$ cat src/rtl/t1_tx_sys_timing.sv
module t1_tx_sys_timing #(
  parameter int NUM_CH     = 24,
  parameter int CH_BITS    = 8,
  parameter int SF_FRAMES  = 12,
  parameter int ESF_FRAMES = 24,
  localparam int CW = $clog2(NUM_CH + 1),
  localparam int BW = $clog2(CH_BITS),
  localparam int FW = $clog2(ESF_FRAMES)
) (
  input  logic              clk,
  input  logic              rst_n,
  input  logic              half_tick,
  input  logic              frac_mode,
  input  logic [NUM_CH-1:0] ch_sel,
  input  logic [NUM_CH-1:0] ch_56k,
  input  logic              mf_mark,
  input  logic              fp_inv,
  input  logic              esf,
  input  logic              fp_edge,
  input  logic              smp_edge,
  input  logic              sd,
  input  logic              ssig,
  output logic              bit_en,
  output logic              fp,
  output logic              pay_data,
  output logic              pay_sig,
  output logic [CW-1:0]     ch_idx,
  output logic [BW-1:0]     bit_idx,
  output logic [FW-1:0]     frm_idx
);

  logic          ph;
  logic          fp_raw;
  logic [CW-1:0] ch;
  logic [BW-1:0] bt;
  logic [FW-1:0] frm;

  wire [FW-1:0] frm_last  = esf ? FW'(ESF_FRAMES - 1) : FW'(SF_FRAMES - 1);
  wire [FW-1:0] frm_nxt   = (frm >= frm_last) ? '0 : frm + 1'b1;
  wire [CW-1:0] ch_m1     = ch - 1'b1;
  wire          is_f      = (ch == '0);
  wire          last_bit  = (bt == BW'(CH_BITS - 1));
  wire          last_slot = (ch == CW'(NUM_CH)) && last_bit;

  wire gap      = frac_mode && !is_f && (!ch_sel[ch_m1] || (ch_56k[ch_m1] && last_bit));
  wire smp_ev   = half_tick && (ph == smp_edge);
  wire fp_ev    = half_tick && (ph == fp_edge);
  wire look     = (fp_edge != smp_edge) && ph;
  wire mark_now = is_f && (!mf_mark || frm == '0);
  wire mark_nxt = last_slot && (!mf_mark || frm_nxt == '0);

  always_ff @(posedge clk) begin
    if (!rst_n) begin
      ph       <= 1'b0;
      ch       <= '0;
      bt       <= '0;
      frm      <= '0;
      fp_raw   <= 1'b0;
      bit_en   <= 1'b0;
      pay_data <= 1'b0;
      pay_sig  <= 1'b0;
    end else begin
      bit_en <= smp_ev && !gap;
      if (smp_ev && !gap) begin
        pay_data <= sd;
        pay_sig  <= ssig;
      end
      if (fp_ev) fp_raw <= look ? mark_nxt : mark_now;
      if (half_tick) begin
        ph <= ~ph;
        if (ph) begin
          if (is_f) begin
            ch <= CW'(1);
            bt <= '0;
          end else if (last_bit) begin
            bt <= '0;
            if (ch == CW'(NUM_CH)) begin
              ch  <= '0;
              frm <= frm_nxt;
            end else begin
              ch <= ch + 1'b1;
            end
          end else begin
            bt <= bt + 1'b1;
          end
        end
      end
    end
  end

  assign fp      = fp_raw ^ fp_inv;
  assign ch_idx  = ch;
  assign bit_idx = bt;
  assign frm_idx = frm;


  full_gapless_chk: assert property (@(posedge clk) disable iff (!rst_n)
    (half_tick && ph == smp_edge && !frac_mode) |=> bit_en);


  unsel_gap_chk: assert property (@(posedge clk) disable iff (!rst_n)
    (half_tick && frac_mode && ch != '0 && !ch_sel[ch_m1]) |=> !bit_en);


  bit8_gap_chk: assert property (@(posedge clk) disable iff (!rst_n)
    (half_tick && frac_mode && ch != '0 && ch_56k[ch_m1] && bt == BW'(CH_BITS - 1)) |=> !bit_en);


  fbit_clk_chk: assert property (@(posedge clk) disable iff (!rst_n)
    (half_tick && ph == smp_edge && ch == '0) |=> bit_en);


  en_src_chk: assert property (@(posedge clk) disable iff (!rst_n)
    bit_en |-> $past(half_tick));


  hold_chk: assert property (@(posedge clk) disable iff (!rst_n)
    !bit_en |-> ($stable(pay_data) && $stable(pay_sig)));


  cnt_range_chk: assert property (@(posedge clk) disable iff (!rst_n)
    (ch <= CW'(NUM_CH)) && (ch != '0 || bt == '0));


  frm_range_chk: assert property (@(posedge clk) disable iff (!rst_n)
    frm < FW'(ESF_FRAMES));

endmodule

$ cat config.mk
export PLATFORM = sky130hd
export DESIGN_NAME = t1_tx_sys_timing
export DESIGN_NICKNAME = d
export VERILOG_FILES = /design/src/rtl/t1_tx_sys_timing.sv
export SDC_FILE = /design/constraint.sdc
export NUM_CORES = 1
export LEC_CHECK = 0
export ABC_AREA = 0
export BUFFER_PORTS_ARGS = -buffer_cell sky130_fd_sc_hd__buf_2
export CAP_MARGIN = 20
export CORE_UTILIZATION = 51
export CTS_CLUSTER_SIZE = 14
export DETAILED_ROUTE_END_ITERATION = 16
export PLACE_DENSITY = 0.88
export SYNTH_ARGS = -nofsm -noshare
export SYNTH_HDL_FRONTEND = slang
export SYNTH_SLANG_ARGS = --single-unit
$ cat constraint.sdc
create_clock -name clk -period 5.2 [get_ports clk]
set_input_delay 0.52 -clock clk [delete_from_list [all_inputs] [get_ports clk]]
set_output_delay 0.52 -clock clk [all_outputs]
set_load 0.02 [all_outputs]
==> results.cfg, run 1 <==
[cells_and_area]
layout_commonest_cell = buf_2
fin_cells = 310
fin_nets = 336
drive_gt1_share_pct = 33.5
area_growth_syn_to_layout_pct = 23.2
final_cell_mix = buf_2, dfxtp_1, nand2_1
diodes = 0
regArea_um2 = 360
multi_input_area_um2 = 1270
fillers = 291

[power]
leakage_nw = 0.963
peakVddDrop_mv = 0.109
swShare_pct = 30.4
p_per_area_nw_per_um2 = 162
p_comb_share_pct = 31.2
seqPwrFrac_pct = 43.5
p_sw_mw = 0.104
clockPowerShare_pct = 25.3
intPower_mw = 0.239

[setup_path]
cp-end-kind = register
r2r-start = ch_idx[0]
cp.arrival_ns = 4.12
r2r_slack_ns = 1.31
critPathMaxFanout = 27
worstRegToRegCells = 8
critPathKind = reg -> reg
cp.required_ns = 5.43
start_kind = register
r2r-end = pay_sig

[floorplan]
io_pins = 76
die-area_um2 = 3610
initial_core_util_pct = 55.1
coreArea_um2 = 3130
num_rows = 20
die_h_um = 60.1
die_width_um = 60.1

[sta]
rsz0062_at_grt = false
timing.slew.headroom_pct = 35.3
fin_crit_ns = 3.89
fin_setup_tns_ns = 0
skew_ns = 0.000909
slew_viol_final = 0
setup_viol = 0
fin_ws_ns = 1.31
post-route-period-util_pct = 74.7
max_freq_mhz = 257
finalHoldViolations = 0
tightest_slew_ns = 0.971

[job]
cap_violations = 0

[synth]
syn-cell-area_um2 = 1720
synth_top_area_share_pct = 20.9
ys_warn_count = 0
postSynthCellCount = 199
ys_top_cells_by_area = dfxtp_1, mux2i_1, ha_1
ys_seq_elements = 18
synthArstFlopShare_pct = 0
syn_avg_cell_area_um2 = 8.66
synthesis.nets = 268
synth_edf_count = 0
ys.flop_type = dfxtp_1
synth_top_cell_by_area = dfxtp_1
synth_seq_area_share_pct = 20.9
synth_cell_types = 50

[hold_path]
hold_path_startpoint = sd
whs_endpoint = pay_data
holdCritPathClass = in -> reg
worstHoldPathCells = 3

[detailed_routing]
top_layer_used = met4
dr.pass1.iters = 4
wl_met2_mm = 2.18
vias = 1787
routedWlPerCell_um = 14.0
antenna_left = 0
viasPerCell = 5.76
wl_met3_um = 184
drt_first_iter_violations = 124
drc = 0
met1Wirelength_mm = 1.88
wl_mm = 4.33

[place]
io_buffers = 75
place_congestion = 0.882
dp_cells = 306
place_ws_ns = 1.37
place_hpwl_mm = 3.35

[cts]
clkTransAtPathRegs_ns = 0.10
cts_tree = yes
h-tree-depth = 1
root_buffer = clkbuf_4
insertion_delay_ns = 0.30
max-clock-path-buffers = 2
cts_resized = 0
clkSinkCount = 18
post_cts_buffers = 0
cts_buffers = 3
ctsHoldBuffers = 0

[global_routing]
grt_util_all_layers_pct = 24.9
grt_pass1_vias = 1590
grt-ovfl-total = 0
grt_pass1_wl_mm = 6.84
antenna_found_initial = 0
grt_max_degree = 28

[status]
status = finished clean
## Yosys cell counts, drive strengths merged, types with 2 or more instances
master,instances
clkbuf,6
nand2b,4
a21o,4
nand3,7
mux2,2
o21ai,8
or3,2
nand2,16
xor2,7
nand3b,5
nor3,3
nor2,6
nor4,2
nand4,5
a2111oi,6
xnor2,4
o31ai,2
ha,10
o211ai,2
inv,5
mux4,4
mux2i,13
nor2b,9
buf,6
a21oi,8
and2,3
o22ai,2
and3,2
dfxtp,18
a21boi,8
a31oi,7
a211oi,4
## per-layer routing
layer | global-route usage (%) | up-vias
met3 | 4.55 | 15
met1 | 30.9 | 822
li1 | - | 884
met2 | 43.5 | 66
met5 | 0 | -
met4 | 6.64 | 0
## logic make-up (layout without fill, tap and decap cells)
kind of cell    Yosys count  in the layout  synth area share, %
fa+ha+maj                10             10                 7.26
flops                    18             18                 20.9
xor+xnor                 11             11                 7.12
simple gates             67             67                 21.2
buf+inv                  18             85                 5.23
compound gates           56             56                 23.7
mux                      19             19                 14.5
## power groups by stage
stage / Clock [mW] / Sequential, mW / Combinational [mW]
floorplan: 0 / 0.150 / 0.0725
global placement: 0 / 0.152 / 0.103
detailed placement: 0 / 0.152 / 0.106
CTS: 0.0887 / 0.149 / 0.106
global route: 0.0963 / 0.150 / 0.116
finish: 0.0867 / 0.149 / 0.107
## worst max path at each step
stage,from,cells past startpoint,end
after floorplan,ch_idx[0],11,pay_data
after global placement,ch_idx[0],8,pay_sig
after detailed placement,ch_idx[0],8,pay_sig
after CTS,ch_idx[0],8,pay_sig
after global routing,ch_idx[0],8,pay_sig
final,ch_idx[0],8,pay_sig
## critical path: stages, from the launching register on
cell	delay (ns)
dfxtp_1	0.79
clkinv_1	0.42
ha_1	1.05
mux2_2	0.42
o31ai_1	0.23
nor4_1	0.11
o311a_1	0.42
a31oi_4	0.19
mux2i_1	0.21
## cell type report
class	instances	share of cell area, %
multi-input combinational	163	60.0
timing repair buffer	75	17.7
sequential	18	17.0
tap	44	2.59
clock buffer	4	1.71
inverter	6	1.06
## sequential cells by signal (all words and copies together) (netlist names)
name	cells
frm_idx	5
ph	1
bit_idx	3
pay_data	1
fp_raw	1
pay_sig	1
ch_idx	5
bit_en	1
## per-stage QoR
step | power (mW) | area (µm²) | hold slack [ns] | util (%)
finish | 0.343 | 2120 | 0.467 | 67.8
global route | 0.363 | 2120 | 0.456 | 67.8
CTS | 0.345 | 2120 | 0.463 | 67.8
detailed placement | 0.258 | 2090 | 0.454 | 66.7
global placement | 0.255 | 2090 | 0.451 | 66.7
floorplan | 0.223 | 1720 | 0.533 | -
No activity file was read; power rests on OpenSTA's default activity.
==> inputs of run 2 (changes only) <==
ABC_AREA = 1   (was 0)
CORE_UTILIZATION = 48   (was 51)
PLACE_DENSITY = 0.84   (was 0.88)
clock period = 4 ns   (was 5.2 ns; I/O delays follow)
==> results.cfg, run 2 <==
[status]
status = finished clean

[detailed_routing]
dr.pass1.iters = 4
routedWlPerCell_um = 10.9
vias = 1998
antenna_left = 0
wl_mm = 4.42
viasPerCell = 4.91
drc = 0
drt_first_iter_violations = 123

[cts]
ctsHoldBuffers = 0
h-tree-depth = 1
root_buffer = clkbuf_4
clkTransAtPathRegs_ns = 0.11
insertion_delay_ns = 0.30
cts_tree = yes
cts_buffers = 3
post_cts_buffers = 0
max-clock-path-buffers = 2
clkSinkCount = 18
cts_resized = 0

[global_routing]
grt-ovfl-total = 0
grt_pass1_vias = 1762
grt_max_degree = 30
grt_util_all_layers_pct = 24.5
antenna_found_initial = 0
grt_pass1_wl_mm = 7.19

[synth]
ys_top_cells_by_area = dfxtp_1, nand2_1, nand3_1
synth_seq_area_share_pct = 21.1
synth_top_area_share_pct = 21.1
ys_warn_count = 0
syn-cell-area_um2 = 1710
ys.flop_type = dfxtp_1
synthesis.nets = 360
synth_edf_count = 0
ys_seq_elements = 18
synth_commonest_cells = nand2_1, nor2_1, inv_1, nand3_1, o21ai_0
syn_avg_cell_area_um2 = 5.88
synthArstFlopShare_pct = 0
synth.most_common_cell = nand2_1
synth_cell_types = 29
postSynthCellCount = 291
synth_top_cell_by_area = dfxtp_1

[setup_path]
cp.arrival_ns = 2.68
critPathKind = reg -> reg
startpoint = ch_idx[0]
r2r-start = ch_idx[0]
critPathMaxFanout = 28
r2r-end = pay_sig
r2r_slack_ns = 1.52
cp-end-kind = register
crit_path_end = pay_sig
worstRegToRegCells = 13
start_kind = register
cp.required_ns = 4.20

[place]
place_congestion = 0.858
place_ws_ns = 1.55
dp_cells = 404
place_hpwl_mm = 3.45
io_buffers = 75

[cells_and_area]
layout_commonest_cell = buf_2
drive_gt1_share_pct = 25.5
final_cell_mix = buf_2, nand2_1, nor2_1
fin_cells = 407
fillers = 360
multi_input_area_um2 = 1130
regArea_um2 = 360
diodes = 0
fin_nets = 432
area_growth_syn_to_layout_pct = 23.1

[power]
seqPwrFrac_pct = 41.7
clockPowerShare_pct = 20.2
leakage_nw = 1.19
p_per_area_nw_per_um2 = 217
p_comb_share_pct = 38.1
intPower_mw = 0.292
swShare_pct = 36.1
p_sw_mw = 0.165
peakVddDrop_mv = 0.163

[sta]
post-route-period-util_pct = 61.9
timing.slew.headroom_pct = 62.2
fin_ws_ns = 1.52
max_freq_mhz = 404
slew_viol_final = 0
fin_setup_tns_ns = 0
finalHoldViolations = 0
skew_ns = 0.00695
tightest_slew_ns = 0.565
setup_viol = 0
rsz0062_at_grt = false
fin_crit_ns = 2.48

[floorplan]
die_width_um = 61.7
die_h_um = 61.7
coreArea_um2 = 3360
io_pins = 76
initial_core_util_pct = 50.9
die-area_um2 = 3810
num_rows = 21

[hold_path]
holdCritPathClass = in -> reg

[job]
cap_violations = 0
[run 2: logic make-up after synthesis]
| logic type | synth area share, % |
|---|---|
| buffers and inverters | 12.6 |
| AND/OR/NAND/NOR | 41.1 |
| XOR/XNOR | 3.95 |
| AO/OA/AOI/OAI | 14.0 |
| adder cells (fa/ha/maj) | 7.31 |
| flip-flops | 21.1 |
[run 2: critical path, cell delays in order, from the launching register on]
cell,delay (ns)
dfxtp_1,0.38
inv_4,0.12
ha_1,0.63
clkinv_1,0.37
nor2_1,0.19
nand2_1,0.07
nand3_1,0.07
nand3_1,0.07
nand2_1,0.07
nand2_1,0.04
nand2_1,0.06
nand2_2,0.08
a21oi_1,0.16
nor2_1,0.06
[run 2: worst min-delay path by stage]
stage / start / endpoint / slack (ns) / cells after the start
floorplan: ph / ph / 0.50 / 2
global placement: bit_idx[0] / bit_idx[0] / 0.47 / 1
detailed placement: bit_idx[1] / bit_idx[1] / 0.47 / 2
CTS: half_tick / ph / 0.39 / 3
global route: half_tick / ph / 0.39 / 3
finish: half_tick / ph / 0.38 / 3
[run 2: area by class of cell]
class | instances | share of cell area, %
Sequential cell | 18 | 17.1
Timing Repair Buffer | 76 | 18.2
Multi-Input combinational cell | 225 | 53.9
Tap cell | 46 | 2.73
Clock buffer | 3 | 1.07
Inverter | 39 | 7.07
[run 2: power groups by stage]
stage | clock (mW) | combinational [mW] | sequential, mW
2_1_floorplan | 0 | 0.117 | 0.199
6_report | 0.0922 | 0.174 | 0.191
5_1_grt | 0.101 | 0.199 | 0.191
3_3_place_gp | 0 | 0.170 | 0.194
4_1_cts | 0.0926 | 0.173 | 0.191
3_5_place_dp | 0 | 0.173 | 0.195
[run 2: stage by stage]
stage	area, µm²	hold slack, ns	total power [mW]	util, %
after floorplan	1710	0.496	0.317	-
after global placement	2080	0.474	0.364	62.0
after detailed placement	2080	0.475	0.367	62.0
after CTS	2110	0.387	0.456	62.6
after global routing	2110	0.395	0.491	62.6
final	2110	0.382	0.457	62.6
[run 2: routing by layer]
layer | global-route usage (%) | vias up | part of all wire (%)
li1 | - | 1071 | -
met1 | 30.2 | 869 | 45
met2 | 46.2 | 56 | 50
met3 | 3.93 | 2 | 4.8
met4 | 2.54 | 0 | 0.29
met5 | 0 | - | 0
==> inputs of run 3 (changes only) <==
ABC_AREA = 0   (was 1)
clock period = 2.5 ns   (was 4 ns; I/O delays follow)
==> results.cfg, run 3 (synthesized netlist as in run 1, its figures left out) <==
[hold_path]
holdCritPathClass = in -> reg
hold_path_startpoint = ssig

[place]
place_ws_ns = -0.00453
dpl_cell_area_um2 = 2220
dp_cells = 322
place_hpwl_mm = 3.42
place_congestion = 0.818
io_buffers = 75

[detailed_routing]
routedWlPerCell_um = 13.1
viasPerCell = 5.55
drc = 0
wl_mm = 4.27
drt_first_iter_violations = 64
dr.pass1.iters = 4
antenna_left = 0
vias = 1809

[cts]
cts_tree = yes
clkTransAtPathRegs_ns = 0.10
clkSinkCount = 18
max-clock-path-buffers = 2
root_buffer = clkbuf_4
ctsHoldBuffers = 0
insertion_delay_ns = 0.31
post_cts_buffers = 0
cts_buffers = 3
h-tree-depth = 1

[floorplan]
die_width_um = 61.9
coreArea_um2 = 3390
num_rows = 21
die-area_um2 = 3830
die_h_um = 61.9
initial_core_util_pct = 50.8
io_pins = 76

[global_routing]
grt_pass1_vias = 1546
grt_max_degree = 21
grt_util_all_layers_pct = 23.0
grt_pass1_wl_mm = 6.65
grt-ovfl-total = 0
antenna_found_initial = 0

[cells_and_area]
diodes = 0
fin_nets = 350
fin_cells = 326
final_cell_mix = buf_2, dfxtp_1, nand2_1
layout_commonest_cell = buf_2
area_growth_syn_to_layout_pct = 32.6
design_area_um2 = 2280
drive_gt1_share_pct = 38.9

[setup_path]
cp.arrival_ns = 2.58
cp.required_ns = 2.74
critPathKind = reg -> reg
cp-end-kind = register
start_kind = register
r2r-start = ch_idx[0]
startpoint = ch_idx[0]
critPathMaxFanout = 10

[sta]
rsz0062_at_grt = false
max_freq_mhz = 428
timing.slew.headroom_pct = 64.2
fin_crit_ns = 2.33
setup_viol = 0
post-route-period-util_pct = 93.4
fin_hold_ws_ns = 0.174
fin_ws_ns = 0.165
skew_ns = 0.00567
slew_viol_final = 0
finalHoldViolations = 0
tightest_slew_ns = 0.533

[power]
leakage_nw = 1.04
peakVddDrop_mv = 0.318
p_per_area_nw_per_um2 = 327

[status]
status = finished clean

[job]
cap_violations = 0
[run 3: changes by cell type in the layout (fill, tap and decap cells not counted), moves of 8 or more]
cell	change
a21boi_0	+8
buf_4	+13
o21ai_0	-12
nand3_1	-27
nand2_1	-54
mux2i_1	+13
inv_1	-32
nor2b_1	+9
nor2_1	-36
a21oi_1	-10
[run 3: power breakdown]
group / switching, mW / internal [mW]
combinational: 0.124 / 0.135
clock: 0.0955 / 0.0891
sequential: 0.00817 / 0.295
[run 3: final timing paths]
kind / endpoint / slack [ns] / cells past startpoint
setup / recovery: pay_data / 0.17 / 9
hold / removal: pay_sig / 0.17 / 3
hold reg to reg: pay_sig / 0.46 / 2
setup reg to reg: pay_data / 0.17 / 9
[run 3: what timing repair did]
| item | 4_1_cts | 5_1_grt |
|---|---|---|
| hold endpoints to repair | 0 | 0 |
| setup endpoints to repair | 2 | 3 |
| gates resized for setup | 1 | 6 |
[run 3: per-layer routing]
layer	global-route usage (%)	vias to the layer above	share of wire, %
met1	29.0	830	44
met5	0	-	0
met3	4.97	6	5.3
li1	-	916	-
met4	4.13	0	0.73
met2	40.7	57	50
[run 3: worst max-delay path, cell delays in order (launching register included)]
cell and delay (ns):
dfxtp_4 0.36, clkinv_2 0.10, ha_4 0.35, buf_4 0.14, nor2b_1 0.04, a2111oi_1 0.36, nor4_1 0.11, o311a_1 0.41
a31oi_4 0.19, mux2i_1 0.20
[run 3: final cells by class]
| type | count | area, µm² |
|---|---|---|
| Inverter | 6 | 23.8 |
| Fill cell | 284 | 1100 |
| Multi-Input combinational cell | 163 | 1320 |
| Sequential cell | 18 | 364 |
| Clock buffer | 4 | 36.3 |
| Tap cell | 46 | 57.6 |
| Timing Repair Buffer | 89 | 480 |
[run 3: per-stage QoR]
stage / TNS, ns / power [mW] / utilization [%]
2_1_floorplan: 0 / 0.470 / -
3_3_place_gp: 0 / 0.554 / 65.4
3_5_place_dp: -0.00453 / 0.559 / 65.4
4_1_cts: 0 / 0.743 / 66.5
5_1_grt: 0 / 0.790 / 67.4
6_report: 0 / 0.747 / 67.4
